File: src/rtl/rotmask_pkg.sv
package rotmask_pkg;
    localparam int XLEN = 64;
    localparam int HLEN = XLEN / 2;
    localparam int IDXW = $clog2(XLEN);

    typedef logic [XLEN-1:0] word_t;
    typedef logic [IDXW-1:0] idx_t;

    typedef struct packed {
        word_t rotated;
        word_t mask;
        word_t result;
    } rm_out_t;

    // all ones from MSB-0 index k down to the LSB
    function automatic word_t ones_from(input idx_t k);
        word_t full;
        full = '1;
        return full >> k;
    endfunction
endpackage

File: src/rtl/rotmask_maskgen.sv
module rotmask_maskgen
    import rotmask_pkg::*;
(
    input  idx_t  start_idx,
    input  idx_t  stop_idx,
    output word_t mask
);
    word_t from_start;
    word_t past_stop;

    always_comb begin
        from_start = ones_from(start_idx);
        // ones strictly after stop: ones_from(stop) shifted right by one
        past_stop  = ones_from(stop_idx) >> 1;
        if (start_idx <= stop_idx)
            mask = from_start & ~past_stop;
        else
            mask = from_start | ~past_stop;
    end
endmodule

File: src/rtl/rotmask_rotator.sv
module rotmask_rotator
    import rotmask_pkg::*;
(
    input  word_t src,
    input  idx_t  amt,
    input  logic  word_mode,
    input  logic  sext_en,
    output word_t rotated
);
    word_t pre;
    word_t doubled;
    idx_t  eff_amt;

    always_comb begin
        pre = src;
        if (sext_en)
            pre[XLEN-1:HLEN] = {HLEN{src[HLEN-1]}};
        if (word_mode) begin
            pre     = {pre[HLEN-1:0], pre[HLEN-1:0]};
            eff_amt = {1'b0, amt[IDXW-2:0]};
        end else begin
            eff_amt = amt;
        end
        doubled = '0;
        {doubled, rotated} = {pre, pre} << eff_amt;
        rotated = doubled;
    end
endmodule

File: src/rtl/rotmask_unit.sv
module rotmask_unit
    import rotmask_pkg::*;
(
    input  logic        clk,
    input  logic        rst,
    input  logic        req_valid,
    input  logic [63:0] src,
    input  logic [5:0]  rot_amt,
    input  logic [5:0]  mask_start,
    input  logic [5:0]  mask_stop,
    input  logic        word_mode,
    input  logic        sext_en,
    output logic        rsp_valid,
    output logic [63:0] rsp_rotated,
    output logic [63:0] rsp_mask,
    output logic [63:0] rsp_result
);
    word_t   rot_c;
    word_t   mask_c;
    rm_out_t nxt;
    rm_out_t held;
    logic    vld_q;

    rotmask_rotator u_rot (
        .src       (src),
        .amt       (rot_amt),
        .word_mode (word_mode),
        .sext_en   (sext_en),
        .rotated   (rot_c)
    );

    rotmask_maskgen u_mask (
        .start_idx (mask_start),
        .stop_idx  (mask_stop),
        .mask      (mask_c)
    );

    always_comb begin
        nxt.rotated = rot_c;
        nxt.mask    = mask_c;
        nxt.result  = rot_c & mask_c;
    end

    always_ff @(posedge clk) begin
        if (rst) begin
            vld_q <= 1'b0;
            held  <= '0;
        end else begin
            vld_q <= req_valid;
            if (req_valid)
                held <= nxt;
        end
    end

    assign rsp_valid   = vld_q;
    assign rsp_rotated = held.rotated;
    assign rsp_mask    = held.mask;
    assign rsp_result  = held.result;
endmodule

File: config.mk
export PLATFORM = sky130hd
export DESIGN_NAME = rotmask_unit
export DESIGN_NICKNAME = d
export VERILOG_FILES = /design/src/rtl/rotmask_pkg.sv /design/src/rtl/rotmask_maskgen.sv /design/src/rtl/rotmask_rotator.sv /design/src/rtl/rotmask_unit.sv
export SDC_FILE = /design/constraint.sdc
export NUM_CORES = 1
export LEC_CHECK = 0
export BUFFER_PORTS_ARGS = -buffer_cell sky130_fd_sc_hd__buf_2
export CAP_MARGIN = 15
export CORE_AREA = 2 2 132 230
export CTS_CLUSTER_SIZE = 25
export DETAILED_ROUTE_END_ITERATION = 6
export DIE_AREA = 0 0 134 232
export PLACE_DENSITY = 0.77
export SLEW_MARGIN = 40
export SYNTH_ARGS = -nofsm -noshare
export SYNTH_HDL_FRONTEND = slang
export SYNTH_SLANG_ARGS = --single-unit
File: constraint.sdc
create_clock -name clk -period 3.35 [get_ports clk]
set_input_delay 0.67 -clock clk [delete_from_list [all_inputs] [get_ports clk]]
set_output_delay 0.67 -clock clk [all_outputs]
set_load 0.05 [all_outputs]
==> results of run 1 <==
[layout by cell type (no fill, tap or decap), drive strengths merged, types with 9 or more instances in the layout]
cell type	count
a22oi	13
a221o	12
maj3	41
o21ai	104
nand2	183
and2	17
nor3	27
inv	39
mux2i	107
dfxtp	193
clkinv	9
o211ai	26
o31ai	13
nand2b	12
buf	591
nand3	14
clkbuf	18
mux4	105
a211oi	35
or2	10
mux2	57
a22o	29
a31oi	18
a21oi	75
a21o	34
nor2	195
o221ai	12
o22ai	40
a221oi	15
[kinds of logic after synthesis]
logic type / Yosys count / share of synthesized area (%)
AOI/OAI and AO/OA: 499 / 23.2
buffers and inverters: 189 / 5.45
DFF: 193 / 25.9
muxes: 269 / 27.6
adders and majority gates: 47 / 3.26
and+or+nand+nor: 505 / 14.6
[Yosys cell counts (13+ instances only)]
cell | number | area [um2]
a211oi_1 | 34 | 255
a21o_1 | 34 | 255
a21oi_1 | 73 | 365
a221oi_1 | 14 | 123
a22o_1 | 29 | 254
a22oi_1 | 13 | 97.6
a31oi_1 | 17 | 106
buf_1 | 25 | 93.8
buf_2 | 13 | 65.1
clkbuf_1 | 104 | 390
dfxtp_1 | 193 | 3860
inv_1 | 28 | 105
maj3_1 | 41 | 410
mux2_2 | 49 | 552
mux2i_1 | 107 | 1070
mux4_2 | 104 | 2340
nand2_1 | 183 | 687
nand3_1 | 14 | 70.1
nor2_1 | 195 | 732
nor3_1 | 27 | 135
o211ai_1 | 26 | 195
o21ai_0 | 92 | 460
o22ai_1 | 40 | 250
o31ai_1 | 13 | 97.6
[sequential cells by signal, indices dropped and copies added, names as in the netlist]
signal and cells:
rsp_mask 64, rsp_result 64, rsp_rotated 64, rsp_valid 1
[power by group through the flow]
stage / clock network [mW] / registers (mW) / logic, mW
3_5_place_dp: 0 / 2.67 / 3.85
2_1_floorplan: 0 / 3.33 / 1.56
4_1_cts: 2.07 / 2.62 / 3.87
6_report: 2.09 / 2.63 / 4.09
3_3_place_gp: 0 / 2.67 / 3.81
5_1_grt: 2.17 / 2.64 / 4.22
[how the worst min path moves through the flow]
| stage | slack, ns | endpoint | from |
|---|---|---|---|
| floorplan | 0.66 | rsp_rotated[0] | rsp_rotated[0] |
| global placement | 0.43 | rsp_rotated[0] | rsp_rotated[0] |
| detailed placement | 0.43 | rsp_rotated[0] | rsp_rotated[0] |
| CTS | 0.44 | rsp_rotated[0] | rsp_rotated[0] |
| global route | 0.47 | rsp_rotated[8] | rsp_rotated[8] |
| finish | 0.44 | rsp_rotated[0] | rsp_rotated[0] |
[critical path, delay by kind of cell]
kind	cells	cell delay, ns
compound gates	2	0.34
buf+inv	4	0.76
mux	4	1.75
simple gates	1	0.19
[what timing repair did]
item | CTS | global route
pin swaps | 0 | 1
setup buffers | 0 | 0
gates resized for setup | 3 | 19
cloned | 0 | 0
setup endpoints to repair | 10 | 33
[area by class of cell]
cell class,instances,area share (%)
Multi-Input combinational cell,1320,53.4
Inverter,33,0.637
Clock buffer,17,2.19
Antenna cell,1,0.0129
Tap cell,382,2.46
Sequential cell,193,19.9
Clock inverter,15,0.927
Timing Repair Buffer,592,20.5
[layer usage]
layer	vias up	global-route usage (%)	routed length [um]
li1	7413	-	-
met1	8457	48.0	23400
met2	1662	86.8	38600
met3	702	18.4	7490
met4	0	64.3	12900
met5	-	0.817	0
[per-stage QoR]
step           instance area (um2)  hold slack [ns]  utilization [%]
2_1_floorplan                14900            0.658                -
3_3_place_gp                 18700            0.425             64.0
3_5_place_dp                 18700            0.431             64.0
4_1_cts                      19300            0.442             66.2
5_1_grt                      19400            0.468             66.6
6_report                     19400            0.444             66.6
==> impl_metrics.yaml, run 1 <==
final_layout:
  final_nets: 2250
  multi_input_area_um2: 10400
  layout-drive-gt1-share_pct: 38.5
  area_growth_pct: 30.4
  regArea_um2: 3860
  fillers: 2337
  final_cells: 2553
timing:
  fin_crit_sh_pct: 100
  finalSetupViolations: 1
  clock_skew_ns: 0
  finalWorstSetupSlack_ns: -0.00333
  slew_headroom_pct: 46.4
  tns_ns: -0.00333
  tightest_slew_ns: 0.782
  max_freq_mhz: 298
  hold_viol: 0
  drv_slew: 0
  finalCriticalPeriod_ns: 3.35
outcome:
  violations: "DRC, setup timing"
  status: "finished with violations"
power:
  pwr-share-seq_pct: 29.9
  p_total_mw: 8.82
  internal_power_mw: 4.92
  p_leak_nw: 8.79
  p_per_area_nw_per_um2: 454
  max-vdd-ir-drop_v: 0.000410
  sw_frac_of_total_pct: 44.2
  switching_power_mw: 3.90
  p_comb_share_pct: 46.4
  power_frac_clock_pct: 23.7
die:
  die_w_um: 134
  initial_core_util_pct: 51.1
  io_pins: 280
  die_h_um: 232
  core_um2: 29200
  rows: 83
  dieArea_um2: 31100
synthesis:
  synth_area_um2: 14900
  synth_cell_type_count: 81
  synth_edf_count: 0
  seq_area_frac_synth_pct: 25.9
  syn-num-nets: 1795
  synth_top_flop_cell: "dfxtp_1"
  synth_seq_cells: 193
  yosysWarningCount: 0
  synthCells: 1702
  synth_area_per_cell_um2: 8.76
  async_flop_share_pct: 0
critical_path:
  worstPathArrival_ns: 3.70
  crit_top_cell: "buf_4"
  rrSetupSlack_ns: 2.51
  cp-startpoint: "sext_en"
  rr_worst_depth: 2
  crit_slowest_cell: "mux4_2"
  crit_chain: "clkbuf_4 -> buf_4 -> mux2_2 -> mux4_2 -> buf_4 -> mux4_2 -> mux2i_1 -> buf_4 -> o21ai_1 -> and3_1 -> a221o_1"
  cp.required_ns: 3.70
  critPathMaxFanout: 8
  start_kind: "input port"
  cp-end-kind: "flop"
  worst_r2r_endpoint: "rsp_result[60]"
  regToRegStartpoint: "rsp_result[60]"
  crit_type: "in2reg"
  crit_end: "rsp_result[18]"
  critPathMaxStageDelay_ns: 0.52
grt:
  grt_pass1_vias: 18056
  grt_max_degree: 80
  overflow: 0
  grt_usage_pct: 53.9
  grt_pass1_wl_um: 123000
  antenna_found_initial: 2
clocking:
  clk_latency_ns: 0.45
  clock-sinks: 193
  cts_buffer_depth: 2
  cts_tree: "built"
  cts.clk_slew.worst_paths_ns: 0.08
  hold_buffers: 0
  cts_max_level: 4
  cts_buffers: 17
  clockRootBuffer: "clkbuf_16"
worst_hold_path:
  holdPathStages: 2
  hold_class: "reg2reg"
placement:
  portBuffers: 279
  place_ws_ns: -0.554
  routabilityCongestion: 1.11
  place.detailed.hpwl_um: 65000
  placed_cells: 2518
detailed_routing:
  drtPass1Iterations: 7
  drtIter0Drc: 2492
  wl_per_cell_um: 32.3
  ant_nets: 0
  routed-via-count: 18234
  route.detailed.drc: 2
  wirelength_um: 82400
  vias_per_cell: 7.14
job:
  cap_violations: 0
No activity file was read; power rests on OpenSTA's default activity.
==> run 2: changes to the inputs <==
Settings changed: CORE_AREA 2 2 132 230 to 8 8 138 236, DIE_AREA 0 0 134 232 to 0 0 146 244, MAX_ROUTING_LAYER set to met4.
Clock period 3.35 ns to 2.7 ns, I/O delays scaled along.
==> run 2 against run 1 <==
  * The flow finishes with violations (setup timing)
  * Cell area is 13% higher
  * Core utilization is 8.3 points higher
  * Cell count is 5.8% higher
  * Worst setup slack worse by 0.24 ns
  * Register-to-register slack worse by 0.70 ns
  * Sequential cell count stayed put
  * Non-clock buffer count is 145 higher
  * Sequential power is 25% higher
  * Routed wire length is 10% higher
  * Via count is 6.1% higher
  * Combinational power is 44% higher
  * Worst hold slack worse by 0.0033 ns
  * Critical endpoint is now rsp_result[44]
  * Largest power group unchanged
==> impl_metrics.yaml, run 2 (same netlist as run 1, synthesis figures left out) <==
detailed_routing:
  ant_nets: 0
  drtIter0Drc: 2310
  route.detailed.drc: 0
  drtPass1Iterations: 6
  wirelength_um: 90700
  wl_per_cell_um: 33.6
  vias_per_cell: 7.16
  routed-via-count: 19351
die:
  initial_core_util_pct: 50.9
  die_w_um: 146
  die_h_um: 244
  dieArea_um2: 35600
  io_pins: 280
  core_um2: 29300
  rows: 83
power:
  pwr-share-seq_pct: 27.9
  p_leak_nw: 9.83
  p_per_area_nw_per_um2: 536
  switching_power_mw: 5.22
  internal_power_mw: 6.54
  power_frac_clock_pct: 21.9
  sw_frac_of_total_pct: 44.4
  p_comb_share_pct: 50.3
  p_total_mw: 11.8
  max-vdd-ir-drop_v: 0.000467
critical_path:
  crit_chain: "buf_16 -> buf_8 -> mux2_4 -> buf_6 -> mux4_2 -> buf_6 -> nor2_4 -> or4_1 -> mux4_2 -> mux2_4 -> a221oi_2"
  crit_type: "in2reg"
  cp-end-kind: "flop"
  critPathMaxFanout: 7
  worstPathArrival_ns: 3.32
  crit_slowest_cell: "mux4_2"
  critPathMaxStageDelay_ns: 0.56
  start_kind: "input port"
  cp.required_ns: 3.08
timing:
  finalSetupViolations: 116
  tightest_slew_ns: 0.841
  rsz0062_at_grt: "yes"
  fin_crit_sh_pct: 109
  holdWs_ns: 0.440
  finalCriticalPeriod_ns: 2.94
  max_freq_mhz: 340
  slew_headroom_pct: 43.9
  finalWorstSetupSlack_ns: -0.243
  drv_slew: 0
  clock_skew_ns: 0
  hold_viol: 0
grt:
  grt_pass1_wl_um: 131000
  antenna_found_initial: 6
  grt_pass1_vias: 19408
  grt_max_degree: 64
  grt_usage_pct: 50.9
  overflow: 0
final_layout:
  final_common_cell: "buf_4"
  area_growth_pct: 47.1
  final_cells: 2702
  layout-drive-gt1-share_pct: 48.1
  final_cell_mix: "buf_4, buf_2, dfxtp_1"
  final_nets: 2395
clocking:
  cts_max_level: 4
  cts_tree: "built"
  clk_latency_ns: 0.46
  clockRootBuffer: "clkbuf_16"
  cts.clk_slew.worst_paths_ns: 0.08
  cts_buffers: 17
  cts_buffer_depth: 2
  clock-sinks: 193
placement:
  placed_cells: 2622
  portBuffers: 279
  place.detailed.hpwl_um: 68500
  routabilityCongestion: 1.16
  place_ws_ns: -1.07
outcome:
  status: "finished with violations"
  violations: "setup timing"
worst_hold_path:
  hold_class: "reg2reg"
job:
  cap_violations: 0
run 2: cell types whose count changed in the layout (fill, tap and decap cells not counted), moves of 12 or more:
cell	change
buf_6	+35
mux2_4	+17
buf_4	+106
o21ai_0	-15
mux2i_1	-14
nor2_1	-12
mux2_2	-17
o22ai_1	-14
run 2: layer usage:
layer  GRT usage, %  share of wire, %
met1           41.9                28
met2           81.7                47
met3           19.5                11
met4           58.5                15
met5              -                 0
run 2: power by group through the flow:
stage	clock network (mW)	logic [mW]	registers, mW
finish	2.57	5.91	3.28
global route	2.68	6.03	3.29
CTS	2.55	5.37	3.26
detailed placement	0	5.03	3.32
global placement	0	4.98	3.31
floorplan	0	2.03	4.13
run 2: path summary, 6_finish.rpt:
kind | slack (ns) | cells after the start | end | from
max | -0.24 | 11 | rsp_result[44] | sext_en
min | 0.44 | 2 | rsp_rotated[33] | rsp_rotated[33]
max reg2reg | 1.81 | 2 | rsp_result[36] | rsp_result[36]
min reg2reg | 0.44 | 2 | rsp_rotated[33] | rsp_rotated[33]
run 2: metrics by stage:
step	util (%)	setup TNS, ns	instance area (um2)
CTS	72.7	-3.88	21300
finish	74.9	-13.79	21900
global route	74.9	-15.26	21900
global placement	67.1	-85.35	19600
floorplan	-	-8.23	15200
detailed placement	67.1	-90.85	19600
run 2: critical path, delay by kind of cell:
family,cells,cell delay (ns)
compound gates,1,0.27
simple gates,2,0.50
mux,4,1.48
buf+inv,4,0.52
run 2: timing repair:
action | 4_1_cts | 5_1_grt
setup endpoints to repair | 127 | 123
setup buffers | 25 | 22
pin swaps | 49 | 49
gates cloned | 4 | 0
hold buffers | 0 | 0
gates resized for setup | 164 | 94
run 2: area by class of cell:
type | count | area [um2]
Multi-Input combinational cell | 1320 | 11500
Fill cell | 2113 | 7350
Timing Repair Buffer | 737 | 5360
Sequential cell | 193 | 3860
Tap cell | 382 | 478
Clock buffer | 17 | 425
Clock inverter | 15 | 189
Inverter | 33 | 125
Antenna cell | 5 | 12.5
